### src/rtl/cascade_counter_pkg.sv
package cascade_counter_pkg;
  typedef enum logic [1:0] {
    OP_HOLD  = 2'd0,
    OP_STEP  = 2'd1,
    OP_LOAD  = 2'd2,
    OP_ZERO  = 2'd3
  } cnt_op_e;
endpackage

### src/rtl/cascade_tc_detect.sv
module cascade_tc_detect #(
  parameter int DW = 4
) (
  input  logic [DW-1:0] value,
  input  logic          trickle,
  output logic          carry
);
  localparam logic [DW-1:0] TERMINAL = {DW{1'b1}};

  always_comb begin
    carry = trickle && (value == TERMINAL);
  end
endmodule

### src/rtl/cascade_stage.sv
module cascade_stage
  import cascade_counter_pkg::*;
#(
  parameter int DW = 4
) (
  input  logic          clk,
  input  logic          rst,
  input  logic          clr_n,
  input  logic          load_n,
  input  logic [DW-1:0] d,
  input  logic          en_p,
  input  logic          en_t,
  output logic [DW-1:0] q,
  output logic          carry
);
  cnt_op_e op;

  always_comb begin
    if (!clr_n)             op = OP_ZERO;
    else if (!load_n)       op = OP_LOAD;
    else if (en_p && en_t)  op = OP_STEP;
    else                    op = OP_HOLD;
  end

  always_ff @(posedge clk) begin
    if (rst) begin
      q <= '0;
    end else begin
      unique case (op)
        OP_ZERO: q <= '0;
        OP_LOAD: q <= d;
        OP_STEP: q <= q + 1'b1;
        default: q <= q;
      endcase
    end
  end

  cascade_tc_detect #(.DW(DW)) u_tc (
    .value   (q),
    .trickle (en_t),
    .carry   (carry)
  );

  // clear zeroes the stage on the next edge
  assert_clear_R2: assert property (@(posedge clk) disable iff (rst)
    !clr_n |=> (q == '0));

  // load copies the data input
  assert_load_R3: assert property (@(posedge clk) disable iff (rst)
    (clr_n && !load_n) |=> (q == $past(d)));

  // counting steps by one with wrap
  assert_step_R4: assert property (@(posedge clk) disable iff (rst)
    (clr_n && load_n && en_p && en_t) |=> (q == DW'($past(q) + 1'b1)));

  // inhibit keeps the value
  assert_hold_R5: assert property (@(posedge clk) disable iff (rst)
    (clr_n && load_n && !(en_p && en_t)) |=> $stable(q));

  // carry never rises without the trickle enable
  assert_carry_gate_R6: assert property (@(posedge clk) disable iff (rst)
    !en_t |-> !carry);
endmodule

### src/rtl/cascade_counter.sv
module cascade_counter #(
  parameter int STAGES = 2,
  parameter int DW     = 4
) (
  input  logic                 clk,
  input  logic                 rst,
  input  logic                 clr_n,
  input  logic                 load_n,
  input  logic [STAGES*DW-1:0] din,
  input  logic                 en_p,
  input  logic                 en_t,
  output logic [STAGES*DW-1:0] q,
  output logic                 carry_out
);
  localparam int TOTAL_W = STAGES * DW;

  logic [STAGES:0] chain;

  assign chain[0] = en_t;

  for (genvar k = 0; k < STAGES; k++) begin : g_stage
    cascade_stage #(.DW(DW)) u_stage (
      .clk    (clk),
      .rst    (rst),
      .clr_n  (clr_n),
      .load_n (load_n),
      .d      (din[k*DW +: DW]),
      .en_p   (en_p),
      .en_t   (chain[k]),
      .q      (q[k*DW +: DW]),
      .carry  (chain[k+1])
    );
  end

  assign carry_out = chain[STAGES];

  // a low trickle enable blocks the final carry
  assert_final_gate_R9: assert property (@(posedge clk) disable iff (rst)
    !en_t |-> !carry_out);

  // the whole chain counts by one when enabled
  assert_chain_step_R7: assert property (@(posedge clk) disable iff (rst)
    (clr_n && load_n && en_p && en_t) |=> (q == TOTAL_W'($past(q) + 1'b1)));

  // reset zeroes the whole chain
  assert_reset_R1: assert property (@(posedge clk) disable iff (1'b0)
    $past(rst) |-> (q == '0));
endmodule

### config.mk
export PLATFORM = sky130hd
export DESIGN_NAME = cascade_counter
export DESIGN_NICKNAME = d
export VERILOG_FILES = /design/src/rtl/cascade_counter_pkg.sv /design/src/rtl/cascade_tc_detect.sv /design/src/rtl/cascade_stage.sv /design/src/rtl/cascade_counter.sv
export SDC_FILE = /design/constraint.sdc
export NUM_CORES = 1
export LEC_CHECK = 0
export BUFFER_PORTS_ARGS = -buffer_cell sky130_fd_sc_hd__buf_2
export CAP_MARGIN = 40
export CORE_AREA = 2 2 39 41
export DETAILED_ROUTE_END_ITERATION = 8
export DIE_AREA = 0 0 41 43
export SYNTH_ARGS = -nofsm -noshare
export SYNTH_HDL_FRONTEND = slang
export SYNTH_SLANG_ARGS = --single-unit
### constraint.sdc
create_clock -name clk -period 2.7 [get_ports clk]
set_input_delay 0 -clock clk [delete_from_list [all_inputs] [get_ports clk]]
set_output_delay 0 -clock clk [all_outputs]
set_load 0.05 [all_outputs]
==> qor.csv <==
stage,metric,value,unit
hold_path,hold_path_end,g_stage[1].u_stage.q[2],
synthesis,synth_area_leader_cell,dfxtp_1,
synthesis,synth_top_area_share,36.06,%
clock_tree,cts_setup_buffers,0,
global_route,grt_pass1_wl,1.773,mm
die,dieArea,1763,µm²
critical_path,arrival,1650,ps
timing,slew_violations,0,
power_and_ir_drop,pwr_density_cell,466.5,nW/µm²
synthesis,ys_seq_elements,8,
job,maxCapViolations,0,
global_route,gr-total-overflow,0,
final_layout,drive_gt1_share,35.90,%
synthesis,synthFlopType,dfxtp_1,
hold_path,hp-class,input port to flip-flop,
placement,placed_cells,90,
synthesis,synth_common_cells,"dfxtp_1, nor2_1, o21ai_0",
critical_path,r2r_start,g_stage[0].u_stage.q[0],
power_and_ir_drop,p_comb_share,21.2,%
die,start_util,32.10,%
clock_tree,numCtsBuffers,3,
final_layout,largest_register_ffs,8,
global_route,grt_max_degree,16,
critical_path,start_kind,flip-flop,
timing,hold_viol_final,0,
global_route,antenna_found_initial,0,
final_layout,antenna_cells,0,
critical_path,rr_endpoint,g_stage[1].u_stage.q[0],
synthesis,yosys_warnings,0,
synthesis,syn_inst,53,
timing,fin_skew,0.9523,ps
global_route,grt_usage,15.06,%
clock_tree,clk_pin_slew,50,ps
synthesis,synth_edf_count,0,
routing,vias,489,
synthesis,avgSynthCellArea,8.381,µm²
synthesis,synth.net_count,69,
clock_tree,htree_num_levels,1,
die,io_pins,23,
timing,fin_crit_sh,56.05,%
die,chipHeight,43,µm
clock_tree,clock_sinks,8,
power_and_ir_drop,total_power,0.2813,mW
synthesis,ys_top_cells_by_area,"dfxtp_1, o21ai_0, nor2_1, a21oi_1, ha_1",
timing,fmax,0.6608,GHz
timing,max_slew_margin,66.64,%
clock_tree,hold_buffers,1,
hold_path,hold_start,din[6],
placement,gp_congestion,0.6856,
synthesis,synth_most_common_cell,dfxtp_1,
global_route,grt_pass1_vias,444,
routing,firstDrtPassIters,4,
timing,period_needed,1513,ps
synthesis,yosysSeqAreaShare,36.06,%
power_and_ir_drop,p_switching,0.08630,mW
final_layout,syn_to_final_growth,35.77,%
routing,wl_per_cell,11.69,µm
clock_tree,clockBufferDepth,2,
timing,rsz0062_at_grt,false,
timing,worst_pin_slew,498.5,ps
timing,setup_viol,0,
timing,holdWs,16.25,ps
critical_path,r2r_setup_slack,1190,ps
routing,vias_per_cell,5.202,
hold_path,hold_depth,3,
clock_tree,insertion_delay,250,ps
critical_path,crit_fanout,4,
status,outcome,"complete, no violations",
routing,drt_iter0_markers,7,
synthesis,synth.distinct_cells,22,
synthesis,syn_area,444.2,µm²
critical_path,end_kind,flip-flop,
final_layout,finalNonFillerCells,94,
power_and_ir_drop,vdd_drop_max,0.1611,mV
power_and_ir_drop,clkPwrFrac,32.3,%
power_and_ir_drop,p_leak,0.2590,nW
routing,route.detailed.drc,0,
final_layout,nNetsFinal,96,
die,core_area,1384,µm²
final_layout,reg.largest.list,g_stage.u_stage.q x8,
critical_path,worstSetupPathType,flip-flop to flip-flop,
final_layout,regMostFlops,g_stage.u_stage.q,
clock_tree,cts_tree,yes,
routing,ant_nets,0,
clock_tree,post_cts_resize_count,0,
power_and_ir_drop,switching_share,30.68,%
die,rows,14,
clock_tree,root_buffer,clkbuf_4,
synthesis,async_flop_share,0,%
die,die_w,41,µm
power_and_ir_drop,p_int,0.1950,mW
routing,drt_wl_total,1.099,mm
placement,dp_hpwl,805.1,µm
placement,io_buffers,22,
critical_path,reg2reg_depth,5,
power_and_ir_drop,power_frac_seq,46.5,%
timing,timing.setup.tns,0,ps
critical_path,cp.required,2830,ps
-- power by group through the flow --
stage,registers [mW],clock network [mW],logic (mW)
after floorplan,0.153,0,0.0178
after global placement,0.133,0,0.0583
after detailed placement,0.133,0,0.0585
after CTS,0.131,0.0954,0.0598
after global routing,0.132,0.103,0.0648
final,0.131,0.0909,0.0595
-- area by class of cell --
cell class | count | area [µm²]
Clock buffer | 3 | 22.52
Tap cell | 16 | 20.02
Multi-Input combinational cell | 43 | 276.5
Sequential cell | 8 | 160.2
Timing Repair Buffer | 23 | 120.1
Fill cell | 159 | 780.7
Inverter | 1 | 3.754
-- cells by family (layout without fill, tap and decap cells) --
| group | Yosys count | in the layout | synth area share (%) |
|---|---|---|---|
| mux | 1 | 1 | 2.254 |
| compound gates | 18 | 18 | 25.63 |
| simple gates | 19 | 19 | 22.82 |
| fa+ha+maj | 2 | 2 | 5.633 |
| flops | 8 | 8 | 36.06 |
| xor+xnor | 3 | 3 | 5.917 |
| buf+inv | 2 | 27 | 1.689 |
-- cell usage in the layout, fill, tap and decap left out, types with 3 or more instances in the layout --
cell type  Yosys  final
buf_2          0     22
clkbuf_4       0      3
a21oi_1        5      5
nand4_1        3      3
o21ai_0        6      6
nand3_1        3      3
nor2_1         7      7
dfxtp_1        8      8
-- worst max-delay path, cell delays in order, from the launching register on --
cell	delay (ps)
dfxtp_1	380
ha_1	220
nand3_1	150
nor2_4	180
xnor2_1	80
a2111oi_1	380
-- routing by layer --
metal	global-route usage (%)	routed length, µm	up-vias
li1	-	-	252
met1	17.36	502	221
met2	22.50	513	14
met3	4.712	66	2
met4	10.00	17	0
met5	0	0	-
-- worst max-delay path by stage --
stage          slack [ps]                       to                    start  cells past startpoint
2_1_floorplan         890  g_stage[1].u_stage.q[0]  g_stage[0].u_stage.q[0]                      5
4_1_cts              1180  g_stage[1].u_stage.q[0]  g_stage[0].u_stage.q[0]                      5
6_report             1190  g_stage[1].u_stage.q[0]  g_stage[0].u_stage.q[0]                      5
5_1_grt              1080  g_stage[1].u_stage.q[0]  g_stage[0].u_stage.q[0]                      5
3_5_place_dp         1220  g_stage[1].u_stage.q[0]  g_stage[0].u_stage.q[0]                      5
3_3_place_gp         1270  g_stage[1].u_stage.q[0]  g_stage[0].u_stage.q[0]                      5
-- metrics by stage --
stage	utilization, %	area [µm²]	setup slack [ps]
final	43.58	603.1	1187
after global routing	43.58	603.1	1081
after CTS	43.58	603.1	1184
after detailed placement	41.23	570.5	1223
after global placement	41.23	570.5	1272
after floorplan	-	444.2	891.4
No activity file was read; power rests on OpenSTA's default activity.
